==> config.mk <==
export PLATFORM = sky130hd
export DESIGN_NAME = mul_step_unit
export DESIGN_NICKNAME = d
export VERILOG_FILES = /design/src/rtl/mstep_pkg.sv /design/src/rtl/mstep_alu.sv /design/src/rtl/mstep_regs.sv /design/src/rtl/mstep_ctrl.sv /design/src/rtl/mul_step_unit.sv
export SDC_FILE = /design/constraint.sdc
export NUM_CORES = 1
export LEC_CHECK = 0
export ABC_AREA = 0
export BUFFER_PORTS_ARGS = -buffer_cell sky130_fd_sc_hd__buf_2
export CAP_MARGIN = 30
export CORE_ASPECT_RATIO = 1.1
export CORE_UTILIZATION = 40
export CTS_CLUSTER_DIAMETER = 80
export CTS_CLUSTER_SIZE = 16
export DETAILED_ROUTE_END_ITERATION = 6
export PLACE_DENSITY_LB_ADDON = 0.08
export SYNTH_ARGS = -nofsm -noshare
export SYNTH_HDL_FRONTEND = slang
export SYNTH_HIERARCHICAL = 1
export SYNTH_SLANG_ARGS = --single-unit
==> constraint.sdc <==
create_clock -name clk -period 5.76 [get_ports clk]
set_input_delay 0 -clock clk [delete_from_list [all_inputs] [get_ports clk]]
set_output_delay 0 -clock clk [all_outputs]
set_load 0.02 [all_outputs]
==> src/rtl/mstep_pkg.sv <==
// Package: shared state and flag types for the multiply step unit.
// Assumes flag packing {N,Z,V,C} from bit 3 down to bit 0.
package mstep_pkg;

    typedef enum logic [1:0] {
        ST_IDLE = 2'd0,
        ST_STEP = 2'd1,
        ST_FIX  = 2'd2
    } mstep_state_e;

    typedef struct packed {
        logic n;
        logic z;
        logic v;
        logic c;
    } mstep_flags_t;

    localparam mstep_flags_t FLAGS_CLEAR = '{n: 1'b0, z: 1'b0, v: 1'b0, c: 1'b0};

endpackage

==> src/rtl/mstep_alu.sv <==
// Module: mstep_alu
// Combinational single multiply step. It picks the addend from the
// multiplier register's low bit, shifts the partial product right with the
// previous N^V filling the top bit, shifts the multiplier register right
// with the partial product's low bit filling the top bit, and adds.
// Assumes the operands are exactly WIDTH bits wide (no upper bits exist).
module mstep_alu
    import mstep_pkg::*;
#(
    parameter int WIDTH = 32
) (
    input  logic [WIDTH-1:0] part_i,
    input  logic [WIDTH-1:0] yreg_i,
    input  logic [WIDTH-1:0] mcand_i,
    input  mstep_flags_t     flags_i,
    input  logic             zero_add_i,
    output logic [WIDTH-1:0] part_o,
    output logic [WIDTH-1:0] yreg_o,
    output mstep_flags_t     flags_o
);

    localparam int MSB = WIDTH - 1;

    logic [WIDTH-1:0] addend;
    logic [WIDTH-1:0] shifted;
    logic [WIDTH:0]   sum_ext;
    logic [WIDTH-1:0] sum;

    // Choose the addend: the multiplicand when the old low multiplier bit is set.
    always_comb begin
        if (zero_add_i || !yreg_i[0]) begin
            addend = '0;
        end else begin
            addend = mcand_i;
        end
    end

    // Shift the partial product with the previous sign (N xor V) entering on top.
    always_comb begin
        shifted = {flags_i.n ^ flags_i.v, part_i[MSB:1]};
    end

    // Full add with carry out.
    always_comb begin
        sum_ext = {1'b0, shifted} + {1'b0, addend};
        sum     = sum_ext[MSB:0];
    end

    // New multiplier register: the old partial-product low bit enters on top.
    always_comb begin
        yreg_o = {part_i[0], yreg_i[MSB:1]};
    end

    // Result and flags of a normal flag-setting add.
    always_comb begin
        part_o    = sum;
        flags_o.n = sum[MSB];
        flags_o.z = (sum == '0);
        flags_o.v = (shifted[MSB] == addend[MSB]) && (sum[MSB] != shifted[MSB]);
        flags_o.c = sum_ext[WIDTH];
    end

endmodule

==> src/rtl/mstep_regs.sv <==
// Module: mstep_regs
// State registers of the multiply step unit: partial product, multiplier
// register, captured multiplicand and multiplier, and the flags. A load
// clears the partial product and flags, a step takes the ALU results, and
// the correction cycle adds the saved multiplier to the high word when the
// multiplicand's top bit is set. Assumes load, step and fix never overlap.
module mstep_regs
    import mstep_pkg::*;
#(
    parameter int WIDTH = 32
) (
    input  logic             clk,
    input  logic             rst_n,
    input  logic             load_i,
    input  logic             step_i,
    input  logic             zero_add_i,
    input  logic             fix_i,
    input  logic [WIDTH-1:0] mcand_in_i,
    input  logic [WIDTH-1:0] mplier_in_i,
    input  logic [WIDTH-1:0] part_nx_i,
    input  logic [WIDTH-1:0] yreg_nx_i,
    input  mstep_flags_t     flags_nx_i,
    output logic [WIDTH-1:0] part_o,
    output logic [WIDTH-1:0] yreg_o,
    output logic [WIDTH-1:0] mcand_o,
    output mstep_flags_t     flags_o
);

    localparam int MSB = WIDTH - 1;

    logic [WIDTH-1:0] part_q;
    logic [WIDTH-1:0] yreg_q;
    logic [WIDTH-1:0] mcand_q;
    logic [WIDTH-1:0] mplier_q;
    mstep_flags_t     flags_q;
    logic [WIDTH-1:0] fix_add;

    // Correction term for an unsigned multiplicand.
    always_comb begin
        fix_add = mcand_q[MSB] ? mplier_q : '0;
    end

    // Operand capture on an accepted start.
    always_ff @(posedge clk) begin
        if (!rst_n) begin
            mcand_q  <= '0;
            mplier_q <= '0;
        end else if (load_i) begin
            mcand_q  <= mcand_in_i;
            mplier_q <= mplier_in_i;
        end
    end

    // Partial product: clear, step or correct.
    always_ff @(posedge clk) begin
        if (!rst_n) begin
            part_q <= '0;
        end else if (load_i) begin
            part_q <= '0;
        end else if (step_i) begin
            part_q <= part_nx_i;
        end else if (fix_i) begin
            part_q <= part_q + fix_add;
        end
    end

    // Multiplier register: load the multiplier, then shift per step.
    always_ff @(posedge clk) begin
        if (!rst_n) begin
            yreg_q <= '0;
        end else if (load_i) begin
            yreg_q <= mplier_in_i;
        end else if (step_i) begin
            yreg_q <= yreg_nx_i;
        end
    end

    // Flags: cleared on load, updated on each step.
    always_ff @(posedge clk) begin
        if (!rst_n) begin
            flags_q <= FLAGS_CLEAR;
        end else if (load_i) begin
            flags_q <= FLAGS_CLEAR;
        end else if (step_i) begin
            flags_q <= flags_nx_i;
        end
    end

    assign part_o  = part_q;
    assign yreg_o  = yreg_q;
    assign mcand_o = mcand_q;
    assign flags_o = flags_q;


    y_shift_chk: assert property (@(posedge clk) disable iff (!rst_n)
        step_i |=> (yreg_q[MSB] == $past(part_q[0])));


    load_clear_chk: assert property (@(posedge clk) disable iff (!rst_n)
        load_i |=> (part_q == '0) && (flags_q == FLAGS_CLEAR));


    last_flags_chk: assert property (@(posedge clk) disable iff (!rst_n)
        (step_i && zero_add_i) |=> (!flags_q.v && !flags_q.c));


    fix_keep_chk: assert property (@(posedge clk) disable iff (!rst_n)
        (fix_i && !mcand_q[MSB]) |=> $stable(part_q));


    fix_low_chk: assert property (@(posedge clk) disable iff (!rst_n)
        fix_i |=> ($stable(yreg_q) && $stable(flags_q)));

endmodule

==> src/rtl/mstep_ctrl.sv <==
// Module: mstep_ctrl
// Sequencer: accepts a start only when idle, runs STEPS step cycles with the
// last one using a zero addend, then one correction cycle, then pulses done.
// Assumes STEPS >= 2.
module mstep_ctrl
    import mstep_pkg::*;
#(
    parameter int STEPS = 33
) (
    input  logic clk,
    input  logic rst_n,
    input  logic start_i,
    output logic load_o,
    output logic step_o,
    output logic zero_add_o,
    output logic fix_o,
    output logic busy_o,
    output logic done_o
);

    localparam int CNT_W = $clog2(STEPS + 1);
    localparam logic [CNT_W-1:0] LAST = CNT_W'(STEPS - 1);

    mstep_state_e     state_q;
    logic [CNT_W-1:0] cnt_q;
    logic             done_q;
    logic             last_step;

    // Decode the sequencer outputs from the state.
    always_comb begin
        last_step  = (cnt_q == LAST);
        load_o     = (state_q == ST_IDLE) && start_i;
        step_o     = (state_q == ST_STEP);
        zero_add_o = step_o && last_step;
        fix_o      = (state_q == ST_FIX);
        busy_o     = (state_q != ST_IDLE);
    end

    // State transitions and step counter.
    always_ff @(posedge clk) begin
        if (!rst_n) begin
            state_q <= ST_IDLE;
            cnt_q   <= '0;
        end else begin
            case (state_q)
                ST_IDLE: begin
                    if (start_i) begin
                        state_q <= ST_STEP;
                        cnt_q   <= '0;
                    end
                end
                ST_STEP: begin
                    if (last_step) begin
                        state_q <= ST_FIX;
                    end else begin
                        cnt_q <= cnt_q + 1'b1;
                    end
                end
                ST_FIX: begin
                    state_q <= ST_IDLE;
                end
                default: begin
                    state_q <= ST_IDLE;
                end
            endcase
        end
    end

    // Completion pulse, one cycle after the correction cycle.
    always_ff @(posedge clk) begin
        if (!rst_n) begin
            done_q <= 1'b0;
        end else begin
            done_q <= (state_q == ST_FIX);
        end
    end

    assign done_o = done_q;


    done_pulse_chk: assert property (@(posedge clk) disable iff (!rst_n)
        done_q |=> !done_q);


    done_idle_chk: assert property (@(posedge clk) disable iff (!rst_n)
        done_q |-> !busy_o);


    busy_rise_chk: assert property (@(posedge clk) disable iff (!rst_n)
        $rose(busy_o) |-> $past(start_i));


    fix_after_last_chk: assert property (@(posedge clk) disable iff (!rst_n)
        zero_add_o |=> fix_o);

endmodule

==> src/rtl/mul_step_unit.sv <==
// Module: mul_step_unit (top)
// Sequential unsigned WIDTH x WIDTH multiplier built from single-bit multiply
// steps. The high word comes from the partial-product register and the low
// word from the multiplier register. Assumes start is ignored while busy.
module mul_step_unit
    import mstep_pkg::*;
#(
    parameter int WIDTH = 32
) (
    input  logic             clk,
    input  logic             rst_n,
    input  logic             start_i,
    input  logic [WIDTH-1:0] mcand_i,
    input  logic [WIDTH-1:0] mplier_i,
    output logic             busy_o,
    output logic             done_o,
    output logic [WIDTH-1:0] prod_hi_o,
    output logic [WIDTH-1:0] prod_lo_o,
    output logic [3:0]       flags_o
);

    localparam int STEPS = WIDTH + 1;

    logic             load;
    logic             step;
    logic             zero_add;
    logic             fix;
    logic [WIDTH-1:0] part_q;
    logic [WIDTH-1:0] yreg_q;
    logic [WIDTH-1:0] mcand_q;
    mstep_flags_t     flags_q;
    logic [WIDTH-1:0] part_nx;
    logic [WIDTH-1:0] yreg_nx;
    mstep_flags_t     flags_nx;

    mstep_ctrl #(.STEPS(STEPS)) u_ctrl (
        .clk        (clk),
        .rst_n      (rst_n),
        .start_i    (start_i),
        .load_o     (load),
        .step_o     (step),
        .zero_add_o (zero_add),
        .fix_o      (fix),
        .busy_o     (busy_o),
        .done_o     (done_o)
    );

    mstep_alu #(.WIDTH(WIDTH)) u_alu (
        .part_i     (part_q),
        .yreg_i     (yreg_q),
        .mcand_i    (mcand_q),
        .flags_i    (flags_q),
        .zero_add_i (zero_add),
        .part_o     (part_nx),
        .yreg_o     (yreg_nx),
        .flags_o    (flags_nx)
    );

    mstep_regs #(.WIDTH(WIDTH)) u_regs (
        .clk         (clk),
        .rst_n       (rst_n),
        .load_i      (load),
        .step_i      (step),
        .zero_add_i  (zero_add),
        .fix_i       (fix),
        .mcand_in_i  (mcand_i),
        .mplier_in_i (mplier_i),
        .part_nx_i   (part_nx),
        .yreg_nx_i   (yreg_nx),
        .flags_nx_i  (flags_nx),
        .part_o      (part_q),
        .yreg_o      (yreg_q),
        .mcand_o     (mcand_q),
        .flags_o     (flags_q)
    );

    // Product and flag outputs straight from the state registers.
    always_comb begin
        prod_hi_o = part_q;
        prod_lo_o = yreg_q;
        flags_o   = flags_q;
    end


    busy_hold_chk: assert property (@(posedge clk) disable iff (!rst_n)
        busy_o |=> $stable(mcand_q));

endmodule

# == Word level (Yosys, flattened, before mapping) ==
# Index checks and enable logic that the tools add are counted.
# op_classes
n_addsub,3
n_eq_ne,8
n_mux,12
n_bitwise,2
n_reduce_logical,14
# ops
operator,count
32-bit 2-to-1 mux,6
32-bit by 32-bit adder with 33-bit output,1
32-bit adder,1
32-bit zero test,1
6-bit 2-to-1 mux,2
6-bit one-hot mux with 2 select lines,1
2-bit nonzero test,4
6-bit by 1-bit adder with 6-bit output (second input constant),1
6-bit == test (second input constant),1
2-bit 2-to-1 mux,2
2-bit != test (second input constant),2
2-bit one-hot mux with 2 select lines,1
1-bit logical AND,3
3-bit AND reduction,1
2-bit by 1-bit == test with 1-bit output (second input constant),1
2-bit == test (second input constant),1
2-bit zero test,1
2-bit by 1-bit != test with 1-bit output (second input constant),1
2-bit AND reduction,1
2-bit OR reduction,1
1-bit == test,1
1-bit zero test,1
1-bit logical OR,1
1-bit != test,1
other kinds (2),2
# totals
reg_bits,141
in_bits,67
out_inout_bits,70
wordCells,50

# == Longest topological paths before layout ==
# logic_depth
word_depth,7
mapped_depth,22
depth_no_buf,20

# == Modules after synthesis ==
# Netlist, hierarchy kept.
# modules_own_cells
module,n_inst,cells_each,area_each_um2,seq_area_each_um2
mstep_regs,1,845,7247.0,2642.5
mstep_alu,1,311,2192.1,0.0
mstep_ctrl,1,53,494.2,180.2

# == Least setup slack after synthesis ==
# OpenSTA, ideal clock, no wires.
# synth_path
path_type,register to register
startpoint,register u_ctrl.cnt_q[0]
endpoint,register u_regs/flags_o[2] (netlist name)
setup_ps,65
arrival_time_ps,4660
setup_slack_ps,1035
stages_incl_launch_ff,20
n_path_buf,1
period_less_slack_ps,4725
path_cell_list,dfxtp_1 -> inv_1 -> ha_1 -> and3_1 -> and2_1 -> nor2b_1 -> clkbuf_1 -> and2_1 -> ha_1 -> fa_1 -> or3_2 -> or4_1 -> or4_1 -> or4_1 -> or4_1 -> nor3_2 -> nand4_1 -> nor3_2 -> mux2i_1 -> nor2_1
# synth_lines
element,line,rtl
from (decl),mstep_ctrl.sv:25,logic [CNT_W-1:0] cnt_q;
from (signal assigned),mstep_ctrl.sv:56,cnt_q <= cnt_q + 1'b1;

==> flow_summary_export.csv <==
group,metric,value,unit
setup_path,cp_max_fo,14,
die,rows,60,
grt,grt-ovfl-total,0,
run,drv_cap,0,
setup_path,rr_startpoint,"u_ctrl/cnt_q[0]$_SDFFE_PN0P_",
timing,tns,0,ns
grt,grt_pass1_vias,8351,
timing,fin_crit,5.16,ns
logic_synthesis,async_flop_share,0,%
route,drtIter0Drc,451,
timing,hold_viol,0,
setup_path,cp-start-kind,"flop",
die,die_area,0.0255,mm²
route,post_drt_via_cell_ratio,5.24,
finish,regArea,0.00282,mm²
setup_path,reg2reg_setup_slack,0.60,ns
grt,grt_pass1_wl,44.5,mm
logic_synthesis,syn_inst,1209,
timing,worst_pin_slew,0.882,ns
finish,layout_commonest_cell,"dfxtp_1",
route,drc,8,
route,avgRoutedWirePerCell,16.6,µm
power_and_ir_drop,irDropWorstVdd,128,µV
setup_path,worst_ep_required_time,6.12,ns
timing,worst_slack,0.597,ns
logic_synthesis,synth_seq_cells,141,
hold_path,hold_depth,4,
power_and_ir_drop,p_leak,0.00518,µW
route,num_vias,8739,
hold_path,hold_path_class,"primary input to flop",
setup_path,arrival,5.52,ns
timing,slew_headroom,41.2,%
finish,diodes,0,
timing,slew_viol_final,0,
clock_tree,clock_tree.buffer_depth,2,
clock_tree,cts_htree_levels,4,
route,drt_wl_total,27.6,mm
setup_path,crit_slowest_cell,"fa_1",
hold_path,min_from,"start_i",
clock_tree,cts_buffers,17,
clock_tree,cts_tree,"built",
logic_synthesis,synth_area,0.00993,mm²
timing,max_clock_freq,194,MHz
hold_path,whs_endpoint,"u_ctrl/cnt_q[2]$_SDFFE_PN0P_",
logic_synthesis,ys.flop_type,"dfxtp_1",
setup_path,cpMostUsedCell,"or4_1",
grt,antenna_found_initial,0,
timing,fin_crit_sh,89.6,%
clock_tree,cts_resized,0,
clock_tree,root_buffer,"clkbuf_16",
route,drt-pass1-iter-count,7,
finish,final_cell_mix,"dfxtp_1, buf_2, and2_1",
die,start_util,40.7,%
setup_path,cp_cell_sequence,"inv_1 > ha_1 > and3_1 > and2_1 > nor2b_2 > and2_1 > ha_1 > fa_1 > or3_2 > or4_1 > or4_1 > or4_1 > or4_1 > nor3_2 > nand4_1 > nor3_2 > mux2i_1 > nor2_1",
finish,final_area,0.0118,mm²
finish,drive_gt1_share,15.0,%
logic_synthesis,yosysWarnings,6,
finish,area_growth,18.9,%
die,die_x,152,µm
finish,multi_input_area,0.00655,mm²
die,io_pins,137,
placement,dp_worst_setup_slack,0.633,ns
power_and_ir_drop,power.density,211,mW/mm²
timing,setup_viol,0,
setup_path,slowest_delay,0.45,ns
grt,grt_max_degree,101,
finish,layout.nets,1478,
placement,hpwl,20.2,mm
timing,skew,0.0111,ns
grt,grtUsageTotal,21.9,%
run_status,violations,"design-rule violations",
logic_synthesis,synth_nets,1343,
setup_path,r2r.worst_path.cells,18,
placement,routabilityCongestion,0.888,
setup_path,end_kind,"flop",
clock_tree,clk_latency,0.42,ns
timing,rsz0062_at_grt,"false",
route,ant_nets,0,
logic_synthesis,yosys.cell_types.count,78,
setup_path,criticalPathCategory,"flop to flop",
finish,fill_cells,2392,
die,design.core.area,0.0244,mm²
clock_tree,numClockSinks,141,
logic_synthesis,ys_seq_area_share,28.4,%
clock_tree,clkTransAtPathRegs,0.06,ns
logic_synthesis,synth_edf_count,0,
run_status,run_status,"finished, violations left",
placement,io_buffers,136,
logic_synthesis,avgSynthCellArea,8.22,µm²
die,die_y,167,µm
setup_path,reg2reg_to,"u_regs/flags_o[2]$_SDFFE_PP0P_",
placement,dpl_cell_area,0.0106,mm²
-- final cells by class --
class / instances / area share, %
timing repair buffer: 209 / 11.8
sequential: 141 / 23.9
clock buffer: 20 / 3.87
inverter: 25 / 0.795
multi-input combinational: 950 / 55.4
tap: 310 / 3.29
clock inverter: 12 / 0.933
-- flip-flops by register name, summed over array words and instances, names as in the netlist --
signal and cells:
u_ctrl/done_o 1, u_ctrl/state_q 2, u_regs/mplier_q 32, u_ctrl/cnt_q 6, u_regs/mcand_o 32, u_regs/flags_o 4, u_regs/yreg_o 32, u_regs/part_o 32
-- critical path: cells and delay by family (launching register included) --
family	cells	cell delay [ns]
adder cells (fa/ha/maj)	3	0.89
flip-flops	1	0.37
buffers and inverters	1	0.09
AND/OR/NAND/NOR	13	3.67
multiplexers	1	0.09
-- through the flow --
stage                     hold WS, ns  power [µW]  cells  util, %
after floorplan                 0.156        1310   1209        -
after global placement          0.256        1390   1571     43.4
after detailed placement        0.263        1390   1571     43.4
after CTS                     0.00841        2510   1667     48.4
after global routing           0.0456        2600   1667     48.4
final                          0.0269        2490   1667     48.4
-- power by group --
group / switching [µW] / internal [µW]
Clock: 461 / 621
Sequential: 36.6 / 1020
Combinational: 187 / 159
-- Yosys cell counts, drive strengths merged, types with 20 or more instances --
master	number	share of area (%)
nor2	73	2.8
mux2i	77	7.8
buf	46	3.1
o21ai	68	3.6
clkbuf	47	1.8
a21boi	34	2.6
nand2b	35	2.2
xor2	21	1.9
nand3	20	1.0
ha	65	8.2
a21oi	103	5.2
and2	104	6.5
xnor2	36	3.2
dfxtp	141	28
inv	25	0.94
nor2b	42	2.6
nand2	91	3.4
a21o	27	2.0
-- cells by family after synthesis --
group,count (synthesis),synth area share [%]
xor gates and xnor gates,57,5.03
and+or+nand+nor,425,23.0
AOI/OAI and AO/OA,322,21.2
DFF,141,28.4
muxes,79,7.99
buffers and inverters,118,5.82
adders and majority gates,67,8.59
-- worst max-delay path by stage --
stage	start	endpoint	slack, ns	depth (start not counted)
after floorplan	u_ctrl/cnt_q[0]$_SDFFE_PN0P_	u_regs/flags_o[2]$_SDFFE_PP0P_	1.03	19
after global placement	u_ctrl/cnt_q[0]$_SDFFE_PN0P_	u_regs/flags_o[2]$_SDFFE_PP0P_	0.74	18
after detailed placement	u_ctrl/cnt_q[0]$_SDFFE_PN0P_	u_regs/flags_o[2]$_SDFFE_PP0P_	0.63	18
after CTS	u_ctrl/cnt_q[0]$_SDFFE_PN0P_	u_regs/flags_o[2]$_SDFFE_PP0P_	0.60	18
after global routing	u_ctrl/cnt_q[0]$_SDFFE_PN0P_	u_regs/flags_o[2]$_SDFFE_PP0P_	0.30	18
final	u_ctrl/cnt_q[0]$_SDFFE_PN0P_	u_regs/flags_o[2]$_SDFFE_PP0P_	0.60	18
-- routing by layer --
| metal | routed length [µm] | part of all wire, % | GRT usage [%] | vias up |
|---|---|---|---|---|
| li1 | - | - | - | 4520 |
| met1 | 14500 | 52 | 32.4 | 4008 |
| met2 | 11800 | 43 | 33.2 | 196 |
| met3 | 1080 | 3.9 | 3.34 | 15 |
| met4 | 233 | 0.84 | 4.92 | 0 |
| met5 | 0 | 0 | 0 | - |
-- what timing repair did --
item	4_1_cts	5_1_grt
endpoints found under the hold margin	96	0
setup buffers	0	0
setup endpoints to repair	0	0
hold buffers	64	0
(Power assumes the default switching activity.)
